<file path="config.mk">
export PLATFORM = sky130hd
export DESIGN_NAME = pcm_serial_tx
export DESIGN_NICKNAME = d
export VERILOG_FILES = /design/src/rtl/pcm_fmt_pkg.sv /design/src/rtl/pcm_clkdiv.sv /design/src/rtl/pcm_framer.sv /design/src/rtl/pcm_bitsel.sv /design/src/rtl/pcm_serial_tx.sv
export SDC_FILE = /design/constraint.sdc
export NUM_CORES = 1
export LEC_CHECK = 0
export BUFFER_PORTS_ARGS = -buffer_cell sky130_fd_sc_hd__buf_2
export CAP_MARGIN = 25
export CORE_MARGIN = 2
export CORE_UTILIZATION = 62
export CTS_CLUSTER_SIZE = 30
export DETAILED_ROUTE_END_ITERATION = 8
export PLACE_DENSITY = 0.82
export SKIP_LAST_GASP = 1
export SLEW_MARGIN = 15
export SYNTH_ARGS = -nofsm -noshare
export SYNTH_HDL_FRONTEND = slang
export SYNTH_HIERARCHICAL = 1
export SYNTH_SLANG_ARGS = --single-unit
</file>
<file path="constraint.sdc">
create_clock -name clk_i -period 8.75 [get_ports clk_i]
set_input_delay 0.875 -clock clk_i [delete_from_list [all_inputs] [get_ports clk_i]]
set_output_delay 0.875 -clock clk_i [all_outputs]
set_load 0.01 [all_outputs]
</file>
<file path="src/rtl/pcm_fmt_pkg.sv">
package pcm_fmt_pkg;
    localparam int SLOT_W = 6;   // up to 64 slots per word period
    localparam int HALF_W = 4;   // bit clock half period up to 8 master clocks

    typedef enum logic [1:0] {
        ROUTE_NORMAL = 2'b00,
        ROUTE_RIGHT2 = 2'b01,
        ROUTE_SWAP   = 2'b10,
        ROUTE_RSVD   = 2'b11
    } route_e;
endpackage

</file>
<file path="src/rtl/pcm_clkdiv.sv">
module pcm_clkdiv
    import pcm_fmt_pkg::*;
(
    input  logic              clk_i,
    input  logic              rst_ni,
    input  logic [HALF_W-1:0] half_len_i,
    output logic              bclk_o,
    output logic              fall_o
);
    typedef struct packed {
        logic [HALF_W-1:0] cnt;
        logic              bclk;
    } div_t;

    div_t st_q, st_d;
    logic wrap;

    always_comb begin
        st_d = st_q;
        wrap = (st_q.cnt == half_len_i - HALF_W'(1));
        if (wrap) begin
            st_d.cnt  = '0;
            st_d.bclk = ~st_q.bclk;
        end else begin
            st_d.cnt = st_q.cnt + HALF_W'(1);
        end
    end

    always_ff @(posedge clk_i) begin
        if (!rst_ni) begin
            st_q.cnt  <= '0;
            st_q.bclk <= 1'b1;
        end else begin
            st_q <= st_d;
        end
    end

    assign bclk_o = st_q.bclk;
    assign fall_o = wrap & st_q.bclk;

    assert_cnt_range_R2: assert property (@(posedge clk_i) disable iff (!rst_ni)
        st_q.cnt < half_len_i);
endmodule

</file>
<file path="src/rtl/pcm_framer.sv">
module pcm_framer
    import pcm_fmt_pkg::*;
#(
    parameter int DATA_W = 24
)(
    input  logic              clk_i,
    input  logic              rst_ni,
    input  logic              fall_i,
    input  logic              wide_i,
    input  logic [1:0]        route_i,
    input  logic              valid_i,
    input  logic [DATA_W-1:0] left_i,
    input  logic [DATA_W-1:0] right_i,
    output logic              ready_o,
    output logic [SLOT_W-1:0] slot_next_o,
    output logic [DATA_W-1:0] left_next_o,
    output logic [DATA_W-1:0] right_next_o,
    output logic              wclk_o,
    output logic              underrun_o
);
    typedef struct packed {
        logic [SLOT_W-1:0] slot;
        logic [DATA_W-1:0] left;
        logic [DATA_W-1:0] right;
        logic              underrun;
    } frm_t;

    frm_t st_q, st_d;
    logic [SLOT_W-1:0] last_slot;
    logic              boundary;

    always_comb begin
        st_d      = st_q;
        last_slot = wide_i ? SLOT_W'(63) : SLOT_W'(31);
        boundary  = fall_i && (st_q.slot >= last_slot);
        if (boundary) begin
            st_d.slot = '0;
            if (valid_i) begin
                st_d.underrun = 1'b0;
                case (route_e'(route_i))
                    ROUTE_RIGHT2: begin st_d.left = right_i; st_d.right = right_i; end
                    ROUTE_SWAP:   begin st_d.left = right_i; st_d.right = left_i;  end
                    default:      begin st_d.left = left_i;  st_d.right = right_i; end
                endcase
            end else begin
                st_d.underrun = 1'b1;
            end
        end else if (fall_i) begin
            st_d.slot = st_q.slot + SLOT_W'(1);
        end
    end

    always_ff @(posedge clk_i) begin
        if (!rst_ni) begin
            st_q.slot     <= '1;
            st_q.left     <= '0;
            st_q.right    <= '0;
            st_q.underrun <= 1'b0;
        end else begin
            st_q <= st_d;
        end
    end

    assign ready_o      = boundary;
    assign slot_next_o  = st_d.slot;
    assign left_next_o  = st_d.left;
    assign right_next_o = st_d.right;
    assign wclk_o       = wide_i ? st_q.slot[SLOT_W-1] : st_q.slot[SLOT_W-2];
    assign underrun_o   = st_q.underrun;

    assert_ready_single_R9: assert property (@(posedge clk_i) disable iff (!rst_ni)
        ready_o |=> !ready_o);
endmodule

</file>
<file path="src/rtl/pcm_bitsel.sv">
module pcm_bitsel
    import pcm_fmt_pkg::*;
#(
    parameter int DATA_W = 24
)(
    input  logic [SLOT_W-1:0] slot_i,
    input  logic              wide_i,
    input  logic [1:0]        prec_i,
    input  logic              lsb_first_i,
    input  logic [DATA_W-1:0] left_i,
    input  logic [DATA_W-1:0] right_i,
    output logic              bit_o
);
    localparam int IDX_W = $clog2(DATA_W);

    logic [SLOT_W-1:0] pos;
    logic [SLOT_W-1:0] width;
    logic              in_right;
    logic [DATA_W-1:0] word;
    logic [IDX_W-1:0]  idx;

    always_comb begin
        case (prec_i)
            2'd0:    width = SLOT_W'(16);
            2'd1:    width = SLOT_W'(18);
            2'd2:    width = SLOT_W'(20);
            default: width = SLOT_W'(24);
        endcase
        in_right = wide_i ? slot_i[SLOT_W-1] : slot_i[SLOT_W-2];
        pos      = wide_i ? {1'b0, slot_i[SLOT_W-2:0]} : {2'b00, slot_i[SLOT_W-3:0]};
        word     = in_right ? right_i : left_i;
        if (lsb_first_i)
            idx = IDX_W'(SLOT_W'(DATA_W) - width + pos);
        else
            idx = IDX_W'(SLOT_W'(DATA_W - 1) - pos);
        bit_o = (pos < width) ? word[idx] : 1'b0;
    end
endmodule

</file>
<file path="src/rtl/pcm_serial_tx.sv">
module pcm_serial_tx
    import pcm_fmt_pkg::*;
#(
    parameter int DATA_W = 24
)(
    input  logic              clk_i,
    input  logic              rst_ni,
    input  logic [1:0]        prec_sel_i,
    input  logic              lsb_first_i,
    input  logic [1:0]        route_sel_i,
    input  logic [1:0]        ratio_sel_i,
    input  logic              s_valid_i,
    output logic              s_ready_o,
    input  logic [DATA_W-1:0] s_left_i,
    input  logic [DATA_W-1:0] s_right_i,
    output logic              bclk_o,
    output logic              wclk_o,
    output logic              sdata_o,
    output logic              underrun_o
);
    typedef struct packed {
        logic sdata;
    } out_t;

    logic              wide;
    logic [HALF_W-1:0] base_len;
    logic [HALF_W-1:0] half_len;
    logic              fall;
    logic [SLOT_W-1:0] slot_next;
    logic [DATA_W-1:0] left_next, right_next;
    logic              bit_next;
    out_t              out_q, out_d;

    always_comb begin
        wide     = (prec_sel_i != 2'b00);
        base_len = (ratio_sel_i == 2'b00) ? HALF_W'(2) : HALF_W'(ratio_sel_i) + HALF_W'(1);
        half_len = wide ? base_len : (base_len << 1);
    end

    pcm_clkdiv u_div (
        .clk_i      (clk_i),
        .rst_ni     (rst_ni),
        .half_len_i (half_len),
        .bclk_o     (bclk_o),
        .fall_o     (fall)
    );

    pcm_framer #(.DATA_W(DATA_W)) u_frm (
        .clk_i        (clk_i),
        .rst_ni       (rst_ni),
        .fall_i       (fall),
        .wide_i       (wide),
        .route_i      (route_sel_i),
        .valid_i      (s_valid_i),
        .left_i       (s_left_i),
        .right_i      (s_right_i),
        .ready_o      (s_ready_o),
        .slot_next_o  (slot_next),
        .left_next_o  (left_next),
        .right_next_o (right_next),
        .wclk_o       (wclk_o),
        .underrun_o   (underrun_o)
    );

    pcm_bitsel #(.DATA_W(DATA_W)) u_sel (
        .slot_i      (slot_next),
        .wide_i      (wide),
        .prec_i      (prec_sel_i),
        .lsb_first_i (lsb_first_i),
        .left_i      (left_next),
        .right_i     (right_next),
        .bit_o       (bit_next)
    );

    always_comb begin
        out_d = out_q;
        if (fall) out_d.sdata = bit_next;
    end

    always_ff @(posedge clk_i) begin
        if (!rst_ni) out_q.sdata <= 1'b0;
        else         out_q <= out_d;
    end

    assign sdata_o = out_q.sdata;

    assert_data_on_fall_R4: assert property (@(posedge clk_i) disable iff (!rst_ni)
        !$stable(sdata_o) |-> $fell(bclk_o));
    assert_wclk_on_fall_R4: assert property (@(posedge clk_i) disable iff (!rst_ni)
        !$stable(wclk_o) |-> $fell(bclk_o));
    assert_ready_bclk_high_R9: assert property (@(posedge clk_i) disable iff (!rst_ni)
        s_ready_o |-> bclk_o);
    assert_underrun_cause_R10: assert property (@(posedge clk_i) disable iff (!rst_ni)
        $rose(underrun_o) |-> $past(s_ready_o && !s_valid_i));
endmodule

</file>
==> impl_metrics.prom <==
# TYPE chip_impl_metric gauge
chip_impl_info{name="status",value="finished clean"} 1
chip_impl_metric{name="synth_seq_cells",unit=""} 61
chip_impl_metric{name="finalSetupViolations",unit=""} 0
chip_impl_metric{name="utilization",unit=""} 0.695
chip_impl_metric{name="worst_ep_arrival_time",unit="ns"} 6.15
chip_impl_metric{name="globalRoute.totalOverflow",unit=""} 0
chip_impl_metric{name="timing_max_transition_violations_final",unit=""} 0
chip_impl_metric{name="detail_route.first_pass.iterations",unit=""} 5
chip_impl_metric{name="detail_route.wirelength",unit="um"} 11100
chip_impl_metric{name="postSynthCellCount",unit=""} 508
chip_impl_metric{name="hold_buffers",unit=""} 0
chip_impl_info{name="yosysMostFrequentCell",value="sky130_fd_sc_hd__a211oi_1"} 1
chip_impl_metric{name="globalRouteTotalUtil",unit=""} 0.271
chip_impl_metric{name="post_synth_edffs",unit=""} 0
chip_impl_info{name="synth_top_cells_by_area",value="sky130_fd_sc_hd__dfxtp_1, sky130_fd_sc_hd__a211oi_1, sky130_fd_sc_hd__a22oi_1"} 1
chip_impl_info{name="critical_path.endpoint_type",value="flip-flop"} 1
chip_impl_metric{name="wl_per_cell",unit="um"} 17.4
chip_impl_metric{name="power_density",unit="nW/um^2"} 244
chip_impl_metric{name="final_design_area_no_fill",unit="um^2"} 5070
chip_impl_metric{name="tightestPinTransition",unit="ns"} 0.937
chip_impl_metric{name="crit_required",unit="ns"} 8.98
chip_impl_metric{name="first_pass_grt_wire_length",unit="um"} 18500
chip_impl_metric{name="fin_nets",unit=""} 608
chip_impl_info{name="tritoncts",value="built"} 1
chip_impl_metric{name="antenna_violations_before_repair",unit=""} 0
chip_impl_info{name="kind_of_launch_point_of_the_worst_setup_path",value="input port"} 1
chip_impl_metric{name="cts_made_buffers",unit=""} 9
chip_impl_metric{name="floorplan.initialDensity",unit=""} 0.646
chip_impl_metric{name="dieHeight",unit="um"} 91.1
chip_impl_info{name="ys_top_cells_by_count",value="sky130_fd_sc_hd__a211oi_1, sky130_fd_sc_hd__dfxtp_1, sky130_fd_sc_hd__a22oi_1"} 1
chip_impl_metric{name="antenna_fix_cells",unit=""} 0
chip_impl_metric{name="vdd_ir_drop_max",unit="mV"} 0.186
chip_impl_metric{name="initial_detailed_routing_violation_count",unit=""} 261
chip_impl_metric{name="post_drt_via_cell_ratio",unit=""} 6.40
chip_impl_metric{name="first_global_vias",unit=""} 3923
chip_impl_metric{name="postSynthAreaPerCell",unit="um^2"} 9.27
chip_impl_metric{name="post_cts_buffers",unit=""} 0
chip_impl_metric{name="clock.fmax",unit="MHz"} 169
chip_impl_metric{name="yosys.cell_types.count",unit=""} 65
chip_impl_metric{name="hold_slack",unit="ns"} 0.512
chip_impl_metric{name="timing.final.hold_violations",unit=""} 0
chip_impl_metric{name="net_count_after_synthesis",unit=""} 581
chip_impl_metric{name="max-slew-margin-rel",unit=""} 0.375
chip_impl_metric{name="period_share",unit=""} 0.676
chip_impl_metric{name="drv.max_cap_violation_count",unit=""} 0
chip_impl_metric{name="port_buffers",unit=""} 62
chip_impl_metric{name="fin_cells",unit=""} 638
chip_impl_metric{name="synth_largest_type_area_fraction",unit=""} 0.259
chip_impl_info{name="min-delay-path-class",value="reg -> reg"} 1
chip_impl_info{name="crit_type",value="in -> reg"} 1
chip_impl_info{name="clock_tree.root_cell",value="sky130_fd_sc_hd__clkbuf_8"} 1
chip_impl_metric{name="area_growth",unit="%"} 7.71
chip_impl_metric{name="synth_warnings",unit=""} 6
chip_impl_info{name="grt_setup_unrepaired",value="false"} 1
chip_impl_metric{name="static-leakage-power",unit="uW"} 0.00186
chip_impl_metric{name="critPathMaxFanout",unit=""} 73
chip_impl_metric{name="path_clk_slew",unit="ns"} 0.06
chip_impl_metric{name="instance_count_after_placement_with_tap_cells_included",unit=""} 623
chip_impl_metric{name="i_o_pin_count",unit=""} 63
chip_impl_metric{name="core-area",unit="um^2"} 7290
chip_impl_info{name="dominantRegCellSynth",value="sky130_fd_sc_hd__dfxtp_1"} 1
chip_impl_metric{name="asyncSetResetFlopFracSynth",unit=""} 0
chip_impl_metric{name="clockBufferDepth",unit=""} 2
chip_impl_metric{name="drcViolationCount",unit=""} 0
chip_impl_metric{name="finalWeightedCongestion",unit=""} 0.898
chip_impl_metric{name="rows",unit=""} 31
chip_impl_metric{name="place_area",unit="um^2"} 4890
chip_impl_info{name="synth_area_leader_cell",value="sky130_fd_sc_hd__dfxtp_1"} 1
chip_impl_metric{name="vias",unit=""} 4086
chip_impl_metric{name="detailedPlacementHpwl",unit="um"} 7640
chip_impl_metric{name="cts.htree.levels",unit=""} 3
chip_impl_metric{name="die_x",unit="um"} 91.1
chip_impl_metric{name="cts-resized-gates",unit=""} 0
chip_impl_metric{name="final_layout_size_suffix_gt1_frac",unit=""} 0.301
chip_impl_metric{name="period_minus_slack",unit="ns"} 5.92
chip_impl_metric{name="insertion_delay",unit="ns"} 0.34
chip_impl_metric{name="mappedNetlistArea",unit="um^2"} 4710
chip_impl_metric{name="design.die.area",unit="um^2"} 8310
chip_impl_metric{name="clkSinkCount",unit=""} 61
chip_impl_metric{name="tns",unit="ns"} 0
chip_impl_metric{name="post_synthesis_sequential_area_ratio",unit=""} 0.259
chip_impl_metric{name="detail-route-antenna-nets",unit=""} 0
chip_impl_metric{name="worst_clock_skew",unit="ns"} 0.0109
chip_impl_metric{name="grt_max_degree",unit=""} 74
-- registers in the layout, indices dropped and copies added (netlist names) --
| signal | flops |
|---|---|
| u_div/st_q | 4 |
| u_frm/st_q | 54 |
| u_div/bclk_o | 1 |
| sdata_o | 1 |
| u_frm/underrun_o | 1 |
-- per-layer routing --
metal	global-route usage	wire [um]
met1	0.344	4990
met2	0.453	5490
met3	0.0656	490
met4	0.0859	148
met5	0	0
-- critical path, stage by stage --
cell	delay, ns
sky130_fd_sc_hd__buf_2	0.15
sky130_fd_sc_hd__nor2_4	0.06
sky130_fd_sc_hd__nor3b_2	0.30
sky130_fd_sc_hd__inv_1	0.08
sky130_fd_sc_hd__ha_1	0.26
sky130_fd_sc_hd__xnor3_1	0.29
sky130_fd_sc_hd__nand3_1	0.12
sky130_fd_sc_hd__nor2_1	0.22
sky130_fd_sc_hd__and2_1	0.42
sky130_fd_sc_hd__and4_4	0.70
sky130_fd_sc_hd__a21o_4	0.85
sky130_fd_sc_hd__buf_4	0.45
sky130_fd_sc_hd__a21oi_2	0.09
sky130_fd_sc_hd__mux4_2	0.46
sky130_fd_sc_hd__and2_1	0.18
sky130_fd_sc_hd__o31ai_2	0.26
sky130_fd_sc_hd__o22ai_2	0.12
sky130_fd_sc_hd__mux2i_1	0.14
sky130_fd_sc_hd__nor2b_1	0.06
-- worst paths after layout --
path	startpoint	endpoint	slack, ns	cells after the start
max	prec_sel_i[1]	sdata_o	2.83	19
min	u_frm/underrun_o	u_frm/underrun_o	0.51	1
max reg2reg	u_div/st_q[3]	sdata_o	3.82	14
min reg2reg	u_frm/underrun_o	u_frm/underrun_o	0.51	1
-- per-stage QoR --
step	power (uW)	setup WS (ns)
after floorplan	883	3.32
after global placement	979	2.70
after detailed placement	998	2.51
after CTS	1230	2.86
after global routing	1320	2.51
final	1240	2.83
-- final cells by class --
| cell class | count | area, um^2 |
|---|---|---|
| multi-input combinational | 373 | 3100 |
| fill | 578 | 2220 |
| sequential | 61 | 1220 |
| timing repair buffer | 70 | 370 |
| clock buffer | 10 | 128 |
| tap | 99 | 124 |
| inverter | 20 | 75.1 |
| clock inverter | 5 | 52.6 |
-- placed cells by master, fill, tap and decap left out, types with 13 or more instances in the layout --
master and count:
sky130_fd_sc_hd__a211oi_1 83, sky130_fd_sc_hd__a21oi_2 30, sky130_fd_sc_hd__inv_1 18, sky130_fd_sc_hd__a22oi_1 51, sky130_fd_sc_hd__nor2b_1 26, sky130_fd_sc_hd__buf_2 62
sky130_fd_sc_hd__a211oi_2 13, sky130_fd_sc_hd__ha_1 13, sky130_fd_sc_hd__dfxtp_1 61, sky130_fd_sc_hd__nand2_1 19
-- logic make-up after synthesis --
kind of cell / after synthesis / share of synthesized area
buffers and inverters: 74 / 0.0842
adder cells (fa/ha/maj): 15 / 0.0431
AO/OA/AOI/OAI: 233 / 0.407
flip-flops: 61 / 0.259
multiplexers: 22 / 0.0680
AND/OR/NAND/NOR: 88 / 0.106
XOR/XNOR: 15 / 0.0324
-- where the power goes --
group / internal, uW / switching, uW / leakage [uW]
logic: 263 / 403 / 0.00127
clock network: 128 / 106 / 0.0000919
registers: 314 / 21.8 / 0.000495
Power figures use the tool's default switching activity.
